$ cat src/rtl/mdio_acc_pkg.sv
package mdio_acc_pkg;
  localparam int FRAME_BITS   = 64;
  localparam int PRE_BITS     = 32;
  localparam int RELEASE_BIT  = PRE_BITS + 14;   // first turnaround bit
  localparam int DATA_BIT     = RELEASE_BIT + 2; // first data bit
  localparam int CNT_W        = $clog2(FRAME_BITS);

  localparam int START_POS = 31;
  localparam int WRITE_POS = 30;

  function automatic logic [FRAME_BITS-1:0] build_frame(input logic [31:0] cmd);
    logic [1:0] op;
    op = cmd[WRITE_POS] ? 2'b01 : 2'b10;
    return {{PRE_BITS{1'b1}}, 2'b01, op, cmd[25:21], cmd[20:16], 2'b10, cmd[15:0]};
  endfunction
endpackage

$ cat src/rtl/mdc_div.sv
module mdc_div #(
  parameter int DIV_HALF = 20
) (
  input  logic clk_i,
  input  logic rst_ni,
  input  logic run_i,
  output logic mdc_o,
  output logic rise_o,
  output logic fall_o
);
  localparam int CW = $clog2(DIV_HALF) + 1;
  localparam logic [CW-1:0] LAST = CW'(DIV_HALF - 1);

  logic [CW-1:0] cnt_q;
  logic          mdc_q;
  logic          term;

  assign term = run_i && (cnt_q == LAST);

  always_ff @(posedge clk_i or negedge rst_ni) begin
    if (!rst_ni) begin
      cnt_q <= '0;
      mdc_q <= 1'b0;
    end else if (!run_i) begin
      cnt_q <= '0;
      mdc_q <= 1'b0;
    end else if (term) begin
      cnt_q <= '0;
      mdc_q <= ~mdc_q;
    end else begin
      cnt_q <= cnt_q + 1'b1;
    end
  end

  assign mdc_o  = mdc_q;
  assign rise_o = term && !mdc_q;
  assign fall_o = term && mdc_q;
endmodule

$ cat src/rtl/mdio_frame_seq.sv
module mdio_frame_seq
  import mdio_acc_pkg::*;
(
  input  logic                  clk_i,
  input  logic                  rst_ni,
  input  logic                  start_i,
  input  logic [FRAME_BITS-1:0] frame_i,
  input  logic                  active_i,
  input  logic                  is_wr_i,
  input  logic                  rise_i,
  input  logic                  fall_i,
  input  logic                  mdio_i,
  output logic                  mdio_o,
  output logic                  mdio_oe_o,
  output logic                  done_o,
  output logic [15:0]           rx_o
);
  logic [FRAME_BITS-1:0] sr_q;
  logic [CNT_W-1:0]      bit_q;
  logic [15:0]           rx_q;
  logic                  in_data;

  assign in_data = bit_q >= CNT_W'(DATA_BIT);

  always_ff @(posedge clk_i or negedge rst_ni) begin
    if (!rst_ni) begin
      sr_q  <= '0;
      bit_q <= '0;
      rx_q  <= '0;
    end else if (start_i) begin
      sr_q  <= frame_i;
      bit_q <= '0;
    end else if (active_i) begin
      if (rise_i && !is_wr_i && in_data) rx_q <= {rx_q[14:0], mdio_i};
      if (fall_i) begin
        sr_q  <= {sr_q[FRAME_BITS-2:0], 1'b0};
        bit_q <= bit_q + 1'b1;
      end
    end
  end

  assign mdio_o    = active_i && sr_q[FRAME_BITS-1];
  assign mdio_oe_o = active_i && (is_wr_i || bit_q < CNT_W'(RELEASE_BIT));
  assign done_o    = active_i && fall_i && (bit_q == CNT_W'(FRAME_BITS - 1));
  assign rx_o      = rx_q;
endmodule

$ cat src/rtl/mdio_acc_ctrl.sv
module mdio_acc_ctrl
  import mdio_acc_pkg::*;
#(
  parameter int DIV_HALF = 20
) (
  input  logic        clk_i,
  input  logic        rst_ni,
  input  logic        wr_en_i,
  input  logic [31:0] wr_data_i,
  output logic [31:0] rd_data_o,
  output logic        mdc_o,
  output logic        mdio_o,
  output logic        mdio_oe_o,
  input  logic        mdio_i
);
  logic [31:0] cmd_q;
  logic        busy, accept, start, rise, fall, done;
  logic [15:0] rx;

  assign busy   = cmd_q[START_POS];
  assign accept = wr_en_i && !busy;
  assign start  = accept && wr_data_i[START_POS];

  always_ff @(posedge clk_i or negedge rst_ni) begin
    if (!rst_ni) begin
      cmd_q <= '0;
    end else if (accept) begin
      cmd_q <= wr_data_i;
    end else if (done) begin
      cmd_q[START_POS] <= 1'b0;
      if (!cmd_q[WRITE_POS]) cmd_q[15:0] <= rx;
    end
  end

  mdc_div #(.DIV_HALF(DIV_HALF)) u_div (
    .clk_i  (clk_i),
    .rst_ni (rst_ni),
    .run_i  (busy),
    .mdc_o  (mdc_o),
    .rise_o (rise),
    .fall_o (fall)
  );

  mdio_frame_seq u_seq (
    .clk_i     (clk_i),
    .rst_ni    (rst_ni),
    .start_i   (start),
    .frame_i   (build_frame(wr_data_i)),
    .active_i  (busy),
    .is_wr_i   (cmd_q[WRITE_POS]),
    .rise_i    (rise),
    .fall_i    (fall),
    .mdio_i    (mdio_i),
    .mdio_o    (mdio_o),
    .mdio_oe_o (mdio_oe_o),
    .done_o    (done),
    .rx_o      (rx)
  );

  assign rd_data_o = cmd_q;
endmodule


$ cat config.mk
export PLATFORM = sky130hd
export DESIGN_NAME = mdio_acc_ctrl
export DESIGN_NICKNAME = d
export VERILOG_FILES = /design/src/rtl/mdio_acc_pkg.sv /design/src/rtl/mdc_div.sv /design/src/rtl/mdio_frame_seq.sv /design/src/rtl/mdio_acc_ctrl.sv
export SDC_FILE = /design/constraint.sdc
export NUM_CORES = 1
export LEC_CHECK = 0
export CAP_MARGIN = 10
export CORE_UTILIZATION = 30
export CTS_CLUSTER_DIAMETER = 40
export DETAILED_ROUTE_END_ITERATION = 8
export HOLD_SLACK_MARGIN = 0.1
export PLACE_DENSITY_LB_ADDON = 0.12
export SETUP_SLACK_MARGIN = 0.3
export SYNTH_ARGS = -nofsm -noshare
export SYNTH_HDL_FRONTEND = slang
export SYNTH_SLANG_ARGS = --single-unit
$ cat constraint.sdc
create_clock -name clk_i -period 2.35 [get_ports clk_i]
set_input_delay 0.47 -clock clk_i [delete_from_list [all_inputs] [get_ports clk_i]]
set_output_delay 0.47 -clock clk_i [all_outputs]
set_load 0.01 [all_outputs]
Word level (Yosys, flattened, before mapping)
Cells that the tools add are included.
{"block": "op_classes", "add_sub_neg": 2, "n_lt_le_gt_ge": 2, "eq_ne": 4, "n_mux": 16, "n_bitwise": 2, "n_reduce_logical": 21}
{"cell": "64-bit two-way mux", "count": 3}
{"cell": "16-bit two-way mux", "count": 3}
{"cell": "6-bit two-way mux", "count": 5}
{"cell": "6-bit by 1-bit adder with 6-bit output, second input constant", "count": 2}
{"cell": "1-bit logical AND", "count": 11}
{"cell": "6-bit by 5-bit == test with 1-bit output, second input constant", "count": 1}
{"cell": "6-bit == test, second input constant", "count": 1}
{"cell": "6-bit >= comparator, second input constant", "count": 1}
{"cell": "6-bit less-than comparator, second input constant", "count": 1}
{"cell": "2-bit nonzero test", "count": 3}
{"cell": "1-bit two-way mux", "count": 4}
{"cell": "2-bit by 1-bit inequality test with 1-bit output, second input constant", "count": 2}
{"cell": "2-bit AND reduction", "count": 2}
{"cell": "1-bit logical NOT", "count": 3}
{"cell": "3-bit AND reduction", "count": 1}
{"cell": "2-bit two-way mux", "count": 1}
{"cell": "1-bit NOT", "count": 2}
{"cell": "1-bit logical OR", "count": 1}
{"block": "totals", "register_bits": 125, "in_bits": 36, "output_inout_bits": 35, "word_cells": 55}

Logic depth before layout (Yosys ltp)
Gate-level depths: netlist (run 1).
{"block": "depth", "word_depth": 7, "depth_mapped": 8, "ltp_nobuf": 5}

Modules after synthesis
From an unflattened synthesis (run 1), not the netlist that was laid out.
{"block": "unflattened", "hier_cells": 503, "area_unflattened_um2": 5799.3}
{"module": "mdio_frame_seq", "n_inst": 1, "cells_per_inst": 349, "area_each_um2": 3900.0}
{"module": "mdio_acc_ctrl", "n_inst": 1, "cells_per_inst": 123, "area_each_um2": 1544.0}
{"module": "mdc_div", "n_inst": 1, "cells_per_inst": 31, "area_each_um2": 355.3}

Least setup slack after synthesis (run 1)
Ideal clock, no wire load.
{"block": "synth_timing", "path_type": "register to register", "start": "register u_div.cnt_q[0]", "end": "register u_seq.rx_q[10], in the netlist u_seq.rx_o[10]", "setup_ns": 0.125, "t_arrival_ns": 1.865, "required_time_ns": 2.225, "setup_slack_ns": 0.360, "path_stages_with_launch": 8, "path_buffers": 2, "path_cell_list": "dfrtp_1 -> ha_1 -> and3b_1 -> buf_6 -> nand2_4 -> nor4_4 -> buf_6 -> mux2_2"}
{"block": "synth_between", "elab_chain_len": 6}
{"element": "start, declared", "line": "mdc_div.sv:14", "rtl": "logic [CW-1:0] cnt_q;"}
{"element": "start signal, assigned", "line": "mdc_div.sv:31", "rtl": "cnt_q <= cnt_q + 1'b1;"}
{"element": "6-bit by 5-bit == test with 1-bit output", "line": "mdc_div.sv:18", "rtl": "assign term = run_i && (cnt_q == LAST);"}
{"element": "1-bit logical AND", "line": "mdc_div.sv:18"}
{"element": "1-bit logical AND", "line": "mdc_div.sv:36", "rtl": "assign rise_o = term && !mdc_q;"}
{"element": "1-bit logical AND (2 in a row)", "line": "mdio_frame_seq.sv:34", "rtl": "if (rise_i && !is_wr_i && in_data) rx_q <= {rx_q[14:0], mdio_i};"}
{"element": "3-bit AND reduction (no line)"}
{"element": "end signal, assigned", "line": "mdio_frame_seq.sv:34"}
{"element": "end, declared", "line": "mdio_frame_seq.sv:20", "rtl": "logic [15:0] rx_q;"}
No other way between the ends.
A chain may end at the register's enable or synchronous reset.

Final worst setup path (run 1)
{"block": "layout_timing", "start": "register u_seq.bit_q[3]", "end": "output mdio_oe_o"}
{"block": "layout_between", "elab_chain_len": 3}
{"element": "start, declared", "line": "mdio_frame_seq.sv:19", "rtl": "logic [CNT_W-1:0] bit_q;"}
{"element": "start signal, assigned", "line": "mdio_frame_seq.sv:37", "rtl": "bit_q <= bit_q + 1'b1;"}
{"element": "6-bit less-than comparator", "line": "mdio_frame_seq.sv:43", "rtl": "assign mdio_oe_o = active_i && (is_wr_i || bit_q < CNT_W'(RELEASE_BIT));"}
{"element": "1-bit logical OR", "line": "mdio_frame_seq.sv:43"}
{"element": "1-bit logical AND", "line": "mdio_frame_seq.sv:43"}
{"element": "end, declared", "line": "mdio_acc_ctrl.sv:13", "rtl": "output logic mdio_oe_o,"}
No other way between the ends.

==> flow_summary_export.csv, run 1 <==
group,metric,value,unit
timing,worst_pin_slew,0.403,ns
timing,fmax,506,MHz
die,die_w,136,um
timing,period_needed,1.98,ns
route,ant_nets,0,
layout,register_area,3130,sq um
timing,holdWs,0.476,ns
clock_tree,cts_tree,"done",
synthesis,synth_seq_area_share,58.3,%
die,num_io_pins,71,
route,drc_errors,0,
die,die_height,136,um
layout,multi_input_area,2080,sq um
synthesis,synth.cell_area,5360,sq um
layout,drive_gt1_share,14.3,%
die,rows,48,
setup_path,crit_chain,"and2_1 > a21oi_2 > o21a_1 > clkdlybuf4s15_1",
clock_tree,clkTransAtPathRegs,0.06,ns
setup_path,startpoint_type,"register",
setup_path,endpoint_kind,"output port",
die,dieArea,18400,sq um
status,outcome,"finished clean",
synthesis,yosys_warnings,0,
route,vias_per_cell,4.68,
layout,syn_to_final_growth,30.6,%
clock_tree,clock_path_buffers,2,
grt,grt_pass1_wl,20500,um
route,vias,4097,
synthesis,syn_inst,567,
layout,final_common_cell,"nand2_1",
placement,post-place-cells,838,
route,wl,12200,um
setup_path,worstSetupPathType,"reg -> out",
job,maxCapViolCount,0,
pwr,ir_worst_vdd,0.489,mV
layout,fin_util,40.3,%
placement,place_congestion,0.716,
layout,fillers,1686,
pwr,finalPower,5.73,mW
clock_tree,ctsRootBufferMaster,"clkbuf_16",
grt,grt_max_degree,73,
route,drt_iter0_markers,270,
grt,grt_pass1_vias,4196,
layout,fin_nets,677,
pwr,p_leak,3.25,nW
timing,rsz0062_at_grt,"false",
setup_path,crit_arrival,1.51,ns
grt,antenna_found_initial,0,
timing,maxSlewViolCount,0,
route,wl_per_cell,13.9,um
timing,hold_viol,0,
setup_path,crit_slowest_cell,"dfrtp_1",
setup_path,cp_top_family,"flip-flops",
layout,final_cell_mix,"nand2_1, dfrtp_1, clkdlybuf4s50_1",
synthesis,syn-num-nets,605,
pwr,power_density,818,nW/um^2
timing,clock_skew,0.00510,ns
clock_tree,numCtsBuffers,17,
clock_tree,clock-sinks,125,
setup_path,crit_fanout,3,
synthesis,synth_seq_cells,125,
setup_path,slowest_delay,0.40,ns
placement,io_buffers,70,
timing,setup_viol,0,
synthesis,synth_area_per_cell,9.46,sq um
grt,grt.overflow.total,0,
layout,antennaDiodeCount,0,
timing,period_share,84.1,%
timing,setup_tns,0,ns
die,start_util,30.9,%
layout,final_cells,876,
setup_path,crit_required,1.88,ns
clock_tree,htreeDepth,4,
grt,gr-usage-all-layers,14.4,%
timing,relSlewSlack,73.1,%
clock_tree,clk_latency,0.41,ns
route,dr.pass1.iters,4,
die,core,17400,sq um
worst_hold_path,holdCritPathClass,"reg -> reg",
synthesis,yosysUniqueCellTypes,31,
setup_path,worst-path-buf-inv,1,
placement,detailed_place_hpwl,7470,um
[repair_timing]
action / in CTS / in global routing
pin swaps: 0 / 1
endpoints found under the setup margin: 18 / 31
endpoints found under the hold margin: 25 / 0
gates resized for setup: 3 / 4
setup buffers: 0 / 6
hold buffers: 1 / 0
[state kept, by name (all words and copies together), names as in the netlist]
| register | flops |
|---|---|
| rd_data_o | 32 |
| u_div.mdc_o | 1 |
| u_seq.bit_q | 6 |
| u_seq.rx_o | 16 |
| u_seq.sr_q | 64 |
| u_div.cnt_q | 6 |
[through the flow]
stage / setup slack, ns / cell area, sq um
floorplan: 0.360 / 5360
global placement: 0.335 / 6360
detailed placement: 0.293 / 6360
CTS: 0.289 / 6950
global route: 0.304 / 7000
finish: 0.374 / 7000
[layout make-up]
type | instances | share of cell area [%]
Clock inverter | 6 | 0.822
Multi-Input combinational cell | 405 | 29.7
Clock buffer | 25 | 7.36
Sequential cell | 125 | 44.7
Timing Repair Buffer | 90 | 13.4
Tap cell | 225 | 4.02
[final timing paths]
kind,to,cells after the start,start,slack (ns)
setup / recovery,mdio_oe_o,4,u_seq.bit_q[3],0.37
hold / removal,u_div.cnt_q[0],1,u_div.cnt_q[0],0.48
setup reg to reg,u_seq.rx_o[7],6,u_div.cnt_q[0],0.45
hold reg to reg,u_div.cnt_q[0],1,u_div.cnt_q[0],0.48
max in group asynchronous,rd_data_o[18],3,rst_ni,1.20
min in group asynchronous,u_div.cnt_q[2],2,rst_ni,0.53
[where the power goes]
group	internal [mW]	total (mW)	leakage (nW)	switching (mW)
registers	2.36	2.50	1.42	0.141
logic	0.378	0.699	1.55	0.321
clock network	1.61	2.53	0.285	0.919
[synthesized netlist by cell type]
master,instances,area (sq um)
and3_1,3,18.8
and4bb_2,1,12.5
buf_2,7,35.0
a21oi_4,1,16.3
ha_1,2,25.0
nand2_1,227,852
nand4_1,5,31.3
mux2i_1,1,10.0
nor2_1,38,143
o21ai_0,2,10.0
xnor2_1,4,35.0
clkbuf_1,19,71.3
nand2_4,1,11.3
o21bai_1,1,7.51
buf_4,4,30.0
and2_1,6,37.5
a21oi_1,5,25.0
buf_1,4,15.0
o21a_1,1,7.51
nor4_4,1,21.3
nand2b_1,2,12.5
mux2_2,32,360
nand3_1,38,190
dfrtp_1,125,3130
xor2_1,5,43.8
clkbuf_2,1,5.00
buf_6,2,22.5
o31ai_1,1,7.51
a31oi_1,26,163
nor2b_1,1,6.26
and3b_1,1,8.76
[kinds of logic (layout without fill, tap and decap cells)]
kind of cell / count (synthesis) / after routing / synth area share, %
multiplexers: 33 / 33 / 6.91
buffers and inverters: 37 / 121 / 3.34
flip-flops: 125 / 125 / 58.3
adder cells (fa/ha/maj): 2 / 2 / 0.467
AND/OR/NAND/NOR: 324 / 324 / 25.1
AO/OA/AOI/OAI: 37 / 37 / 4.41
XOR/XNOR: 9 / 9 / 1.47
[per-layer routing]
| metal | vias to the layer above | share of wire [%] | global-route usage [%] |
|---|---|---|---|
| li1 | 1992 | - | - |
| met1 | 2016 | 47 | 18.4 |
| met2 | 73 | 48 | 22.8 |
| met3 | 16 | 3.5 | 3.74 |
| met4 | 0 | 1.7 | 6.37 |
| met5 | - | 0 | 0 |
(Power assumes the default switching activity.)
==> run 2, diff against run 1 <==
- clock period: 2.35 -> 1.8 ns (I/O delays scaled with it)
==> flow_summary_export.csv, run 2 (synthesized netlist as in run 1, its figures left out) <==
group,metric,value,unit
status,outcome,"complete, but fails checks",
status,violations,"setup timing",
grt,grt_pass1_wl,23000,um
die,rows,48,
die,start_util,30.9,%
pwr,p_seq_share,40.2,%
placement,io_buffers,70,
route,vias_per_cell,4.73,
route,wl_per_cell,15.6,um
setup_path,cp_top_family,"simple AND/OR/NAND/NOR gates",
layout,final_common_cell,"nand2_1",
worst_hold_path,holdCritPathClass,"in -> async",
route,drc_errors,0,
clock_tree,numCtsBuffers,17,
clock_tree,ctsRootBufferMaster,"clkbuf_16",
route,wl,14500,um
setup_path,slowest_delay,0.35,ns
timing,clock_skew,0.00594,ns
timing,fmax,554,MHz
timing,maxSlewViolCount,0,
layout,fillers,1591,
pwr,p_sw_share,24.1,%
timing,hold_viol,0,
clock_tree,cts_tree,"done",
setup_path,crit_arrival,2.10,ns
timing,worst_pin_slew,0.432,ns
clock_tree,clock-sinks,125,
setup_path,crit_chain,"ha_2 > and3b_2 > buf_6 > nand2_4 > nor4_4 > buf_12 > mux2_2",
layout,syn_to_final_growth,52.8,%
setup_path,endpoint_kind,"register",
clock_tree,htreeDepth,4,
layout,top_register,"u_seq.sr_q",
setup_path,worst-path-buf-inv,2,
pwr,ir_worst_vdd,0.644,mV
route,dr.pass1.iters,4,
timing,relSlewSlack,71.2,%
pwr,p_switching,1.93,mW
job,maxCapViolCount,0,
pwr,combPwrFrac,12.5,%
setup_path,crit_slowest_cell,"dfrtp_1",
clock_tree,clk_latency,0.42,ns
die,num_io_pins,71,
layout,antennaDiodeCount,0,
timing,holdWs,0.428,ns
setup_path,crit_required,2.10,ns
timing,setup_viol,4,
layout,fin_nets,727,
grt,gr-usage-all-layers,16.6,%
grt,antenna_found_initial,0,
grt,grt.overflow.total,0,
route,vias,4382,
route,drt_iter0_markers,216,
die,core,17400,sq um
die,dieArea,18400,sq um
grt,grt_pass1_vias,4304,
clock_tree,clock_path_buffers,2,
die,die_height,136,um
route,ant_nets,0,
setup_path,startpoint_type,"register",
setup_path,crit_fanout,16,
setup_path,worstSetupPathType,"reg -> reg",
layout,largest_register_ffs,64,
die,die_w,136,um
timing,period_share,100,%
grt,grt_max_degree,50,
placement,place_congestion,0.714,
placement,detailed_place_hpwl,7790,um
timing,period_needed,1.81,ns
timing,fin_ws,-0.00664,ns
pwr,finalPower,8.02,mW
timing,rsz0062_at_grt,"true",
pwr,p_leak,3.91,nW
layout,drive_gt1_share,27.4,%
pwr,power.share.clock,47.2,%
pwr,p_int,6.09,mW
pwr,power_density,979,nW/um^2
clock_tree,clkTransAtPathRegs,0.06,ns
layout,final_cell_mix,"nand2_1, dfrtp_1, nor2_1",
-- run 2: changes by cell type in the layout (fill, tap and decap cells not counted), moves of 12 or more --
cell,before,now
nand3_1,38,25
buf_4,13,25
mux2_2,32,15
clkdlybuf4s50_1,67,34
nand2_2,2,14
dlygate4sd2_1,0,29
nand2_1,225,201
mux2_4,0,17
nand3_2,0,13
-- run 2: cell type report --
type	instances	area [sq um]	share of cell area (%)
clock inverters	14	216	2.64
well taps	225	282	3.44
flip-flops and latches	125	3130	38.2
multi-input cells	406	2380	29.0
clock buffers	18	439	5.36
repair buffers	139	1750	21.4
-- run 2: path summary, 6_finish.rpt --
path | from | cells after the start | slack (ns) | endpoint
hold / removal | rst_ni | 2 | 0.43 | u_seq.sr_q[31]
setup reg to reg | u_div.cnt_q[0] | 7 | -0.007 | u_seq.rx_o[1]
max in group asynchronous | rst_ni | 3 | 0.79 | u_seq.bit_q[2]
min in group clk_i | rd_data_o[19] | 2 | 0.47 | rd_data_o[19]
setup / recovery | u_div.cnt_q[0] | 7 | -0.007 | u_seq.rx_o[1]
hold reg to reg | rd_data_o[19] | 2 | 0.47 | rd_data_o[19]
-- run 2: routing by layer --
layer	vias up	routed length, um	global-route usage, %
li1	2108	-	-
met1	2187	6920	22.7
met2	81	6980	25.3
met3	6	490	3.07
met4	0	91	7.37
met5	-	0	0
-- run 2: timing repair --
item,CTS,global route
hold buffers,1,0
gates resized for setup,84,72
endpoints found under the hold margin,25,0
endpoints found under the setup margin,134,111
cloned,12,5
pin swaps,11,38
setup buffers,9,12
-- run 2: stage by stage --
stage	std cells	instance area (sq um)	TNS, ns	utilization (%)	setup WS [ns]
6_report	927	8190	-0.0177	47.2	-0.00664
3_5_place_dp	856	6550	-0.696	37.7	-0.0525
5_1_grt	927	8190	-2.87	47.2	-0.0986
4_1_cts	910	7680	-0.00785	44.2	-0.00452
3_3_place_gp	856	6550	-0.238	37.7	-0.0205
2_1_floorplan	567	5420	-1.05	-	-0.0598
-- run 2: power groups by stage --
stage | clock (mW) | combinational (mW) | sequential (mW)
2_1_floorplan | 0 | 0.434 | 3.30
3_3_place_gp | 0 | 1.00 | 3.27
3_5_place_dp | 0 | 1.02 | 3.27
4_1_cts | 3.87 | 0.978 | 3.22
5_1_grt | 3.99 | 1.13 | 3.26
6_report | 3.79 | 1.01 | 3.23
